`src/rtl/fstk_pkg.sv`:
```
package fstk_pkg;
  localparam int REG_W  = 80;
  localparam int EXP_W  = 15;
  localparam int MAN_W  = 64;
  localparam int NFLAG  = 6;
  localparam int CTRL_W = 16;

  localparam int F_IE = 0;
  localparam int F_ZE = 2;

  typedef enum logic [1:0] {
    TAG_VALID = 2'd0,
    TAG_ZERO  = 2'd1,
    TAG_SPEC  = 2'd2,
    TAG_EMPTY = 2'd3
  } tag_e;

  typedef enum logic [2:0] {
    OP_NOP       = 3'd0,
    OP_PUSH      = 3'd1,
    OP_STORE     = 3'd2,
    OP_STORE_POP = 3'd3,
    OP_ARITH     = 3'd4,
    OP_CLR       = 3'd5,
    OP_CTRL      = 3'd6,
    OP_RSV       = 3'd7
  } op_e;

  function automatic logic [1:0] classify(input logic [REG_W-1:0] v);
    logic [EXP_W-1:0] e;
    logic [MAN_W-1:0] m;
    e = v[MAN_W +: EXP_W];
    m = v[MAN_W-1:0];
    if (e == '0 && m == '0) return TAG_ZERO;
    if (e == '1 || e == '0) return TAG_SPEC;
    return TAG_VALID;
  endfunction

  function automatic logic [REG_W-1:0] indef_val();
    return {1'b1, {EXP_W{1'b1}}, 2'b11, {(MAN_W-2){1'b0}}};
  endfunction

  function automatic logic [REG_W-1:0] inf_val(input logic sgn);
    return {sgn, {EXP_W{1'b1}}, 1'b1, {(MAN_W-1){1'b0}}};
  endfunction
endpackage

```
`src/rtl/fstk_regs.sv`:
```
module fstk_regs
  import fstk_pkg::*;
#(
  parameter int DEPTH = 8,
  parameter int W     = REG_W,
  localparam int AW   = $clog2(DEPTH)
) (
  input  logic                   clk_i,
  input  logic                   rst_ni,
  input  logic                   we_i,
  input  logic [AW-1:0]          waddr_i,
  input  logic [W-1:0]           wdata_i,
  input  logic                   pop_i,
  input  logic [AW-1:0]          paddr_i,
  input  logic [AW-1:0]          raddr_i,
  output logic [W-1:0]           rdata_o,
  output logic [DEPTH-1:0][1:0]  tags_o
);
  logic [W-1:0] data_q [DEPTH];
  logic [1:0]   tag_q  [DEPTH];

  always_ff @(posedge clk_i or negedge rst_ni) begin
    if (!rst_ni) begin
      for (int i = 0; i < DEPTH; i++) begin
        data_q[i] <= '0;
        tag_q[i]  <= TAG_EMPTY;
      end
    end else begin
      for (int i = 0; i < DEPTH; i++) begin
        if (we_i && waddr_i == AW'(i)) begin
          data_q[i] <= wdata_i;
          tag_q[i]  <= classify(wdata_i);
        end
        // pop wins over a same-cycle write
        if (pop_i && paddr_i == AW'(i)) tag_q[i] <= TAG_EMPTY;
      end
    end
  end

  assign rdata_o = data_q[raddr_i];

  for (genvar g = 0; g < DEPTH; g++) begin : g_tag
    assign tags_o[g] = tag_q[g];
  end


  pop_empty_chk: assert property (@(posedge clk_i) disable iff (!rst_ni)
    pop_i |=> tags_o[$past(paddr_i)] == TAG_EMPTY);


  write_tag_chk: assert property (@(posedge clk_i) disable iff (!rst_ni)
    (we_i && !(pop_i && paddr_i == waddr_i)) |=> tags_o[$past(waddr_i)] == classify($past(wdata_i)));
endmodule

```
`src/rtl/fstk_exc.sv`:
```
module fstk_exc
  import fstk_pkg::*;
#(
  parameter int              NF       = NFLAG,
  parameter int              CW       = CTRL_W,
  parameter logic [CW-1:0]   CTRL_RST = CW'((1 << NF) - 1)
) (
  input  logic          clk_i,
  input  logic          rst_ni,
  input  logic [NF-1:0] set_i,
  input  logic          sf_set_i,
  input  logic          clr_i,
  input  logic          ctrl_we_i,
  input  logic [CW-1:0] ctrl_i,
  output logic [NF-1:0] flags_o,
  output logic          sf_o,
  output logic [CW-1:0] ctrl_o,
  output logic          req_o
);
  logic [NF-1:0] flags_q;
  logic          sf_q;
  logic [CW-1:0] ctrl_q;

  always_ff @(posedge clk_i or negedge rst_ni) begin
    if (!rst_ni) begin
      flags_q <= '0;
      sf_q    <= 1'b0;
      ctrl_q  <= CTRL_RST;
    end else begin
      if (clr_i) begin
        flags_q <= '0;
        sf_q    <= 1'b0;
      end else begin
        flags_q <= flags_q | set_i;
        sf_q    <= sf_q | sf_set_i;
      end
      if (ctrl_we_i) ctrl_q <= ctrl_i;
    end
  end

  assign flags_o = flags_q;
  assign sf_o    = sf_q;
  assign ctrl_o  = ctrl_q;
  assign req_o   = |(flags_q & ~ctrl_q[NF-1:0]);


  sticky_chk: assert property (@(posedge clk_i) disable iff (!rst_ni)
    !clr_i |=> (flags_o & $past(flags_o)) == $past(flags_o));


  clear_chk: assert property (@(posedge clk_i) disable iff (!rst_ni)
    clr_i |=> flags_o == '0 && !sf_o);


  ctrl_wr_chk: assert property (@(posedge clk_i) disable iff (!rst_ni)
    ctrl_we_i |=> ctrl_o == $past(ctrl_i));
endmodule

```
`src/rtl/fstk_ctl.sv`:
```
module fstk_ctl
  import fstk_pkg::*;
#(
  parameter int DEPTH = 8,
  localparam int AW   = $clog2(DEPTH)
) (
  input  logic                clk_i,
  input  logic                rst_ni,
  input  logic                cmd_valid_i,
  input  logic [2:0]          cmd_op_i,
  input  logic [AW-1:0]       st_idx_i,
  input  logic                pop_i,
  input  logic [REG_W-1:0]    data_i,
  input  logic [NFLAG-1:0]    res_flags_i,
  input  logic [CTRL_W-1:0]   ctrl_i,
  output logic [REG_W-1:0]    st0_data_o,
  output logic [2*DEPTH-1:0]  tag_word_o,
  output logic [CTRL_W-1:0]   status_o,
  output logic [CTRL_W-1:0]   ctrl_o,
  output logic                exc_req_o
);
  localparam int TOP_LSB = 11;

  logic [AW-1:0]          top_q, top_d, top_m1, dst;
  logic [DEPTH-1:0][1:0]  tags;
  logic [REG_W-1:0]       rdata;
  logic                   we, pop, sf_set, blocked, clr, ctrl_we;
  logic [AW-1:0]          waddr;
  logic [REG_W-1:0]       wdata;
  logic [NFLAG-1:0]       new_exc, flags, mask;
  logic                   sf;
  logic                   fault_push, fault_rd0, fault_dst;
  op_e                    op;

  assign op     = op_e'(cmd_op_i);
  assign top_m1 = top_q - AW'(1);
  assign dst    = top_q + st_idx_i;
  assign mask   = ctrl_o[NFLAG-1:0];

  assign fault_push = tags[top_m1] != TAG_EMPTY;
  assign fault_rd0  = tags[top_q]  == TAG_EMPTY;
  assign fault_dst  = tags[dst]    == TAG_EMPTY;

  always_comb begin
    new_exc = '0;
    sf_set  = 1'b0;
    we      = 1'b0;
    pop     = 1'b0;
    waddr   = top_q;
    wdata   = data_i;
    top_d   = top_q;
    clr     = 1'b0;
    ctrl_we = 1'b0;
    if (cmd_valid_i) begin
      unique case (op)
        OP_PUSH: begin
          new_exc[F_IE] = fault_push;
          sf_set        = fault_push;
        end
        OP_STORE, OP_STORE_POP: begin
          new_exc[F_IE] = fault_rd0;
          sf_set        = fault_rd0;
        end
        OP_ARITH: begin
          new_exc       = res_flags_i;
          new_exc[F_IE] = res_flags_i[F_IE] | fault_rd0 | fault_dst;
          sf_set        = fault_rd0 | fault_dst;
        end
        OP_CLR:  clr     = 1'b1;
        OP_CTRL: ctrl_we = 1'b1;
        default: ;
      endcase
    end
    blocked = |(new_exc & ~mask);
    if (cmd_valid_i && !blocked) begin
      unique case (op)
        OP_PUSH: begin
          we    = 1'b1;
          waddr = top_m1;
          wdata = fault_push ? indef_val() : data_i;
          top_d = top_m1;
        end
        OP_STORE_POP: begin
          pop   = 1'b1;
          top_d = top_q + AW'(1);
        end
        OP_ARITH: begin
          we    = 1'b1;
          waddr = dst;
          if (new_exc[F_IE])      wdata = indef_val();
          else if (new_exc[F_ZE]) wdata = inf_val(data_i[REG_W-1]);
          if (pop_i) begin
            pop   = 1'b1;
            top_d = top_q + AW'(1);
          end
        end
        default: ;
      endcase
    end
  end

  always_ff @(posedge clk_i or negedge rst_ni) begin
    if (!rst_ni) top_q <= '0;
    else         top_q <= top_d;
  end

  fstk_regs #(.DEPTH(DEPTH), .W(REG_W)) u_regs (
    .clk_i   (clk_i),
    .rst_ni  (rst_ni),
    .we_i    (we),
    .waddr_i (waddr),
    .wdata_i (wdata),
    .pop_i   (pop),
    .paddr_i (top_q),
    .raddr_i (top_q),
    .rdata_o (rdata),
    .tags_o  (tags)
  );

  fstk_exc #(.NF(NFLAG), .CW(CTRL_W)) u_exc (
    .clk_i     (clk_i),
    .rst_ni    (rst_ni),
    .set_i     (new_exc),
    .sf_set_i  (sf_set),
    .clr_i     (clr),
    .ctrl_we_i (ctrl_we),
    .ctrl_i    (ctrl_i),
    .flags_o   (flags),
    .sf_o      (sf),
    .ctrl_o    (ctrl_o),
    .req_o     (exc_req_o)
  );

  assign st0_data_o = fault_rd0 ? indef_val() : rdata;
  assign tag_word_o = tags;

  always_comb begin
    status_o                   = '0;
    status_o[NFLAG-1:0]        = flags;
    status_o[6]                = sf;
    status_o[7]                = exc_req_o;
    status_o[TOP_LSB +: AW]    = top_q;
  end


  push_dec_chk: assert property (@(posedge clk_i) disable iff (!rst_ni)
    (cmd_valid_i && op == OP_PUSH && !blocked) |=> top_q == $past(top_q) - AW'(1));


  blk_hold_chk: assert property (@(posedge clk_i) disable iff (!rst_ni)
    (cmd_valid_i && blocked) |=> top_q == $past(top_q) && tags == $past(tags));


  store_keep_chk: assert property (@(posedge clk_i) disable iff (!rst_ni)
    (cmd_valid_i && op == OP_STORE) |=> $stable(top_q) && $stable(tags));


  req_on_block_chk: assert property (@(posedge clk_i) disable iff (!rst_ni)
    (cmd_valid_i && blocked) |=> exc_req_o);
endmodule

```
`config.mk`:
```
export PLATFORM = sky130hd
export DESIGN_NAME = fstk_ctl
export DESIGN_NICKNAME = d
export VERILOG_FILES = /design/src/rtl/fstk_pkg.sv /design/src/rtl/fstk_regs.sv /design/src/rtl/fstk_exc.sv /design/src/rtl/fstk_ctl.sv
export SDC_FILE = /design/constraint.sdc
export NUM_CORES = 2
export LEC_CHECK = 0
export BUFFER_PORTS_ARGS = -buffer_cell sky130_fd_sc_hd__buf_2
export CAP_MARGIN = 40
export CORE_UTILIZATION = 30
export DETAILED_ROUTE_END_ITERATION = 7
export SLEW_MARGIN = 0
export SYNTH_ARGS = -nofsm -noshare
export SYNTH_HDL_FRONTEND = slang
export SYNTH_SLANG_ARGS = --single-unit
```
`constraint.sdc`:
```
create_clock -name clk_i -period 11.1 [get_ports clk_i]
set_clock_uncertainty 0.05 [all_clocks]
set_input_delay 2.22 -clock clk_i [delete_from_list [all_inputs] [get_ports clk_i]]
set_output_delay 2.22 -clock clk_i [all_outputs]
set_load 0.05 [all_outputs]
```
; Word level (Yosys, flattened, before mapping)
; Cells that the tools add are included.
[word_totals]
ff_bits = 682
in_bits = 112
output_inout_bits = 129
word_cells = 194
[op_classes]
add_sub_neg = 3
magnitude_cmp = 4
n_eq_ne = 25
n_mux = 95
bitwise = 9
reduce_logical = 38
[op_table]
columns = operator, n
row1 = two-way mux 80 bit, 6
row2 = binary-select mux 80 bit (select 3 bit), 1
row3 = one-hot mux 80 bit (2 select lines), 1
row4 = two-way mux 79 bit, 1
row5 = two-way mux 2 bit, 37
row6 = logical NOT 64 bit, 1
row7 = two-way mux 1 bit, 36
row8 = == test 3 bit (second input constant), 11
row9 = binary-select mux 2 bit (select 3 bit), 3
row10 = == test 3 x 2 -> 1 bit (second input constant), 6
row11 = logical AND 1 bit, 18
row12 = nonzero test 2 bit, 8
row13 = == test 15 bit (second input constant), 1
row14 = logical NOT 15 bit, 1
row15 = AND 6 bit, 2
row16 = less-than comparator 3 x 4 -> 1 bit (second input constant), 3
row17 = two-way mux 6 bit, 2
row18 = OR reduction 6 bit, 2
row19 = == test 3 x 1 -> 1 bit (second input constant), 3
row20 = one-hot mux 3 bit (3 select lines), 1
row21 = logical NOT 3 bit, 2
row22 = two-way mux 3 bit, 2
row23 = NOT 6 bit, 1
row24 = OR 6 bit, 1
row25 = 17 further kinds, 24

; Longest topological paths before layout
[logic_depth]
ltp_word = 22
depth_mapped = 15
ltp_nobuf = 11

; By module
; From an unflattened synthesis, not the netlist that was laid out.
[unflattened]
cells_unflattened = 2859
hier_area_um2 = 32697.6
[modules_own_cells]
columns = module, instances, cells_each, area_each_um2, seq_area_each_um2
row1 = fstk_regs, 1, 2501, 29744.8, 16435.8
row2 = fstk_ctl, 1, 293, 2020.7, 75.1
row3 = fstk_exc, 1, 65, 932.1, 583.1

; Worst setup path before layout
; No wires, ideal clock.
[synth_timing]
path_kind = register -> output
startpoint = register top_q[0]
endpoint = output port st0_data_o[60]
t_arrival_ns = 2.875
required_ns = 8.830
setup_slack_ns = 5.955
stages_incl_launch_ff = 7
path_buffers = 3
cell_sequence = dfrtp_1 > buf_2 > clkbuf_1 > buf_1 > mux4_2 > a21oi_1 > nor2_1
[synth_between]
elab_chain_cells = 5
elab_cells_between_ends = 8
cone_classes = eq/ne: 1 / mux: 6 / bitwise: 1
[synth_lines]
columns = item, line
row1 = from (decl), fstk_ctl.sv:24  ; logic [AW-1:0] top_q, top_d, top_m1, dst;
row2 = from (signal assigned), fstk_ctl.sv:104  ; else top_q <= top_d;
row3 = NOT 3 -> 4 bit (implied by the code), fstk_regs.sv:40  ; assign rdata_o = data_q[raddr_i];
row4 = binary-select mux 80 bit (select 3 bit), fstk_regs.sv:40
row5 = two-way mux 80 bit (implied by the code) (2 in series), fstk_regs.sv:40
row6 = two-way mux 80 bit *, fstk_ctl.sv:134  ; assign st0_data_o = fault_rd0 ? indef_val() : rdata;
row7 = to (decl), fstk_ctl.sv:16  ; output logic [REG_W-1:0] st0_data_o,
; Every way passes the cells marked *; elsewhere a longest branch is shown, timed or not. The select of a mux whose other input is x is not followed.

; Worst setup path after layout
[layout_timing]
startpoint = register top_q[0]
endpoint = output port st0_data_o[30]
; Same word-level chain as after synthesis.

==> summary.txt <==
Top FF cell, synth = dfrtp_1
Kind of critical path = reg2out
GRT overflow = 0
Status = finished clean
Total GRT Usage = 17.5%
Dominant cells by area after synthesis = dfrtp_1, mux4_2, nand2_1
Final min period = 6.51 ns
P_leak = 16.0 nW
Flop pwr share = 34.8%
Post-CTS Hold Buffers = 0
Die Span Y = 320 um
Slew Viols, Final = 0
Largest net degree at the start of global routing = 124
CTS Buffer Depth = 3
Placed cells = 4297
Mean Syn Cell Area = 10.3 um2
CTS sink cnt = 682
Top post-synthesis cells by count = nand2_1, dfrtp_1, o21ai_1, clkbuf_1, mux4_2
Worst EP required = 8.83 ns
Power per cell area = 342 nW/um2
Instance area at placement = 33100 um2
Period utilization = 58.7%
Layout area overhead = 16.9%
Final nets = 3195
Pre-CTS WS = 4.65 ns
Vias = 22400
TNS Setup = 0 ns
ANT nets after route = 0
Unique masters post-synth = 56
Die area = 102000 um2
Total power = 12.1 mW
Final Non-Filler Cells = 4434
Layout cells sized above 1 = 19.7%
Die X-Extent = 320 um
Area of the multi-input gates = 12300 um2
Top Usage Layer GRT = met2
First-pass GRT wire length = 139000 um
Row cnt = 116
Finished Cell Area = 35500 um2
Synth area leader = dfrtp_1
Synth top area share = 54.5%
Post-DP HPWL = 57600 um
Top-Level Pins = 241
Initial antenna violation count = 11
Max-Cap Viols = 0
CTS tree = built
Final Hold Viols = 0
Internal power = 6.90 mW
FF/Latch Area = 17100 um2
Met3 Use GR = 4.79%
Vias in the first global route = 22300
Worst-Skew Late Latency = 0.61 ns
Data arrival, critical path = 4.24 ns
H-tree depth = 3
Worst-path clk slew = 0.06 ns
Maximum clock frequency = 154 MHz
Ys async rst share = 100%
Pre-Repair DR Iteration Count = 5
Unrepaired setup endpoints after global routing = false
Routability cong. = 0.858
IO buf count = 235
Met2 Track Usage GR = 26.7%
Core Region = 100000 um2
Synth Instances = 2939
Met1 global-route usage = 24.5%
Vias/cell = 5.05
Switching share of power = 43.1%
Slew Limit Headroom = 40.1%
#FFs+latches synth = 682
Number of synthesized flops with an enable pin = 0
Post-CTS Setup Inserts = 0
CTS-repair resized insts = 0
Critical path peak fanout = 99
DRC viols = 0
Root buf cell = clkbuf_16
Final WS setup = 4.59 ns
Worst-Margin Slew = 0.899 ns
Sw power = 5.23 mW
Wirelength, routed = 89100 um
Logic pwr share = 45.2%
Peak supply drop = 0.000229 V
Post-synthesis sequential area ratio = 56.4%
Mapped Area = 30300 um2
Startpoint types = flop
Worst hold path type = reg2reg
Most numerous cell in the Yosys netlist = nand2_1
Crit. End Element = primary output
Initial Util = 30.3%
Clock power frac = 20.1%
WL/cell = 20.1 um
CTS Buf Count = 73
Initial drt markers = 1796
Final setup vio count = 0
Fill cells = 10000
Yosys Warn Count = 0
-- power by group through the flow --
stage	clock network (mW)	logic, mW	registers [mW]
final	2.43	5.48	4.22
after global routing	2.59	5.99	4.35
after CTS	2.50	5.56	4.22
after detailed placement	0	5.56	4.25
after global placement	0	5.34	4.26
after floorplan	0	3.93	4.20
-- layer usage --
| layer | wire length (um) | share of wire (%) | vias to the layer above |
|---|---|---|---|
| li1 | - | - | 10600 |
| met1 | 40600 | 46 | 11000 |
| met2 | 39400 | 44 | 630 |
| met3 | 6920 | 7.8 | 126 |
| met4 | 2010 | 2.3 | 8 |
| met5 | 49 | 0.055 | - |
-- worst max-delay path: stages (launching register included) --
cell and delay [ns]:
dfrtp_4 0.54, buf_16 0.29, buf_12 0.67, inv_2 0.24, o311ai_1 0.62, nor2_4 0.03
buf_4 0.28, buf_16 0.28, a21oi_1 0.25, nor2_1 0.15, buf_2 0.24
-- sequential cells by signal (all words and copies together), names as in the netlist --
name / flops
u_regs.data_q: 640
u_exc.ctrl_o: 16
u_regs.tags_o: 16
u_exc.flags_o: 6
top_q: 3
u_exc.sf_o: 1
-- cells by family (layout without fill, tap and decap cells) --
| kind of cell | after synthesis | in the layout | synth area share [%] |
|---|---|---|---|
| other cells | 1 | 11 | 0.0124 |
| simple gates | 998 | 998 | 13.0 |
| mux | 182 | 182 | 12.9 |
| flops | 682 | 682 | 56.4 |
| buf+inv | 247 | 434 | 3.29 |
| compound gates | 814 | 814 | 13.9 |
| fa+ha+maj | 9 | 9 | 0.396 |
| xor+xnor | 6 | 6 | 0.173 |
-- through the flow --
stage | hold WS, ns | util [%]
after floorplan | 0.395 | -
after global placement | 0.406 | 32.5
after detailed placement | 0.416 | 33.0
after CTS | 0.429 | 35.4
after global routing | 0.448 | 35.4
final | 0.426 | 35.4
-- worst paths after layout --
path                                         start            endpoint  slack, ns  cells after the start
worst max-delay path                      top_q[0]      st0_data_o[30]       4.59                     10
worst min-delay path            u_regs.data_q[303]  u_regs.data_q[303]       0.43                      2
worst max register to register            top_q[0]   u_regs.data_q[11]       5.29                     14
worst min register to register  u_regs.data_q[303]  u_regs.data_q[303]       0.43                      2
max in group asynchronous                   rst_ni  u_regs.data_q[219]       7.77                      4
min in group asynchronous                   rst_ni    u_exc.ctrl_o[10]       1.52                      1
-- area by class of cell --
class | count | share of cell area (%)
Clock inverter | 20 | 0.642
Timing Repair Buffer | 288 | 5.58
Inverter | 15 | 0.162
Clock buffer | 111 | 6.01
Sequential cell | 682 | 48.2
Multi-Input combinational cell | 2014 | 34.7
Antenna cell | 6 | 0.0424
Tap cell | 1298 | 4.58
-- cells in the final DEF, fill, tap and decap left out, types with 7 or more instances in the layout --
master     Yosys  final
clkbuf_1     167     23
nand2_4        0      7
ha_1           8      8
a22oi_1        9      9
a21oi_1       89     89
mux2_2        16     16
o21ai_1      519    518
dfstp_2       22     22
mux4_2       165    165
clkinv_2       0     12
inv_1         13     13
nand2_1      774    767
clkbuf_16      0     74
nor2_1       151    150
a211oi_1       7      7
nand4_1       10     10
buf_4          7     29
dfrtp_1      660    658
buf_2         35    234
nand3_1       10     10
o21ai_0      156    156
buf_16         0     16
clkbuf_8       0     14
nor4_1        19     19
(Power assumes the default switching activity.)
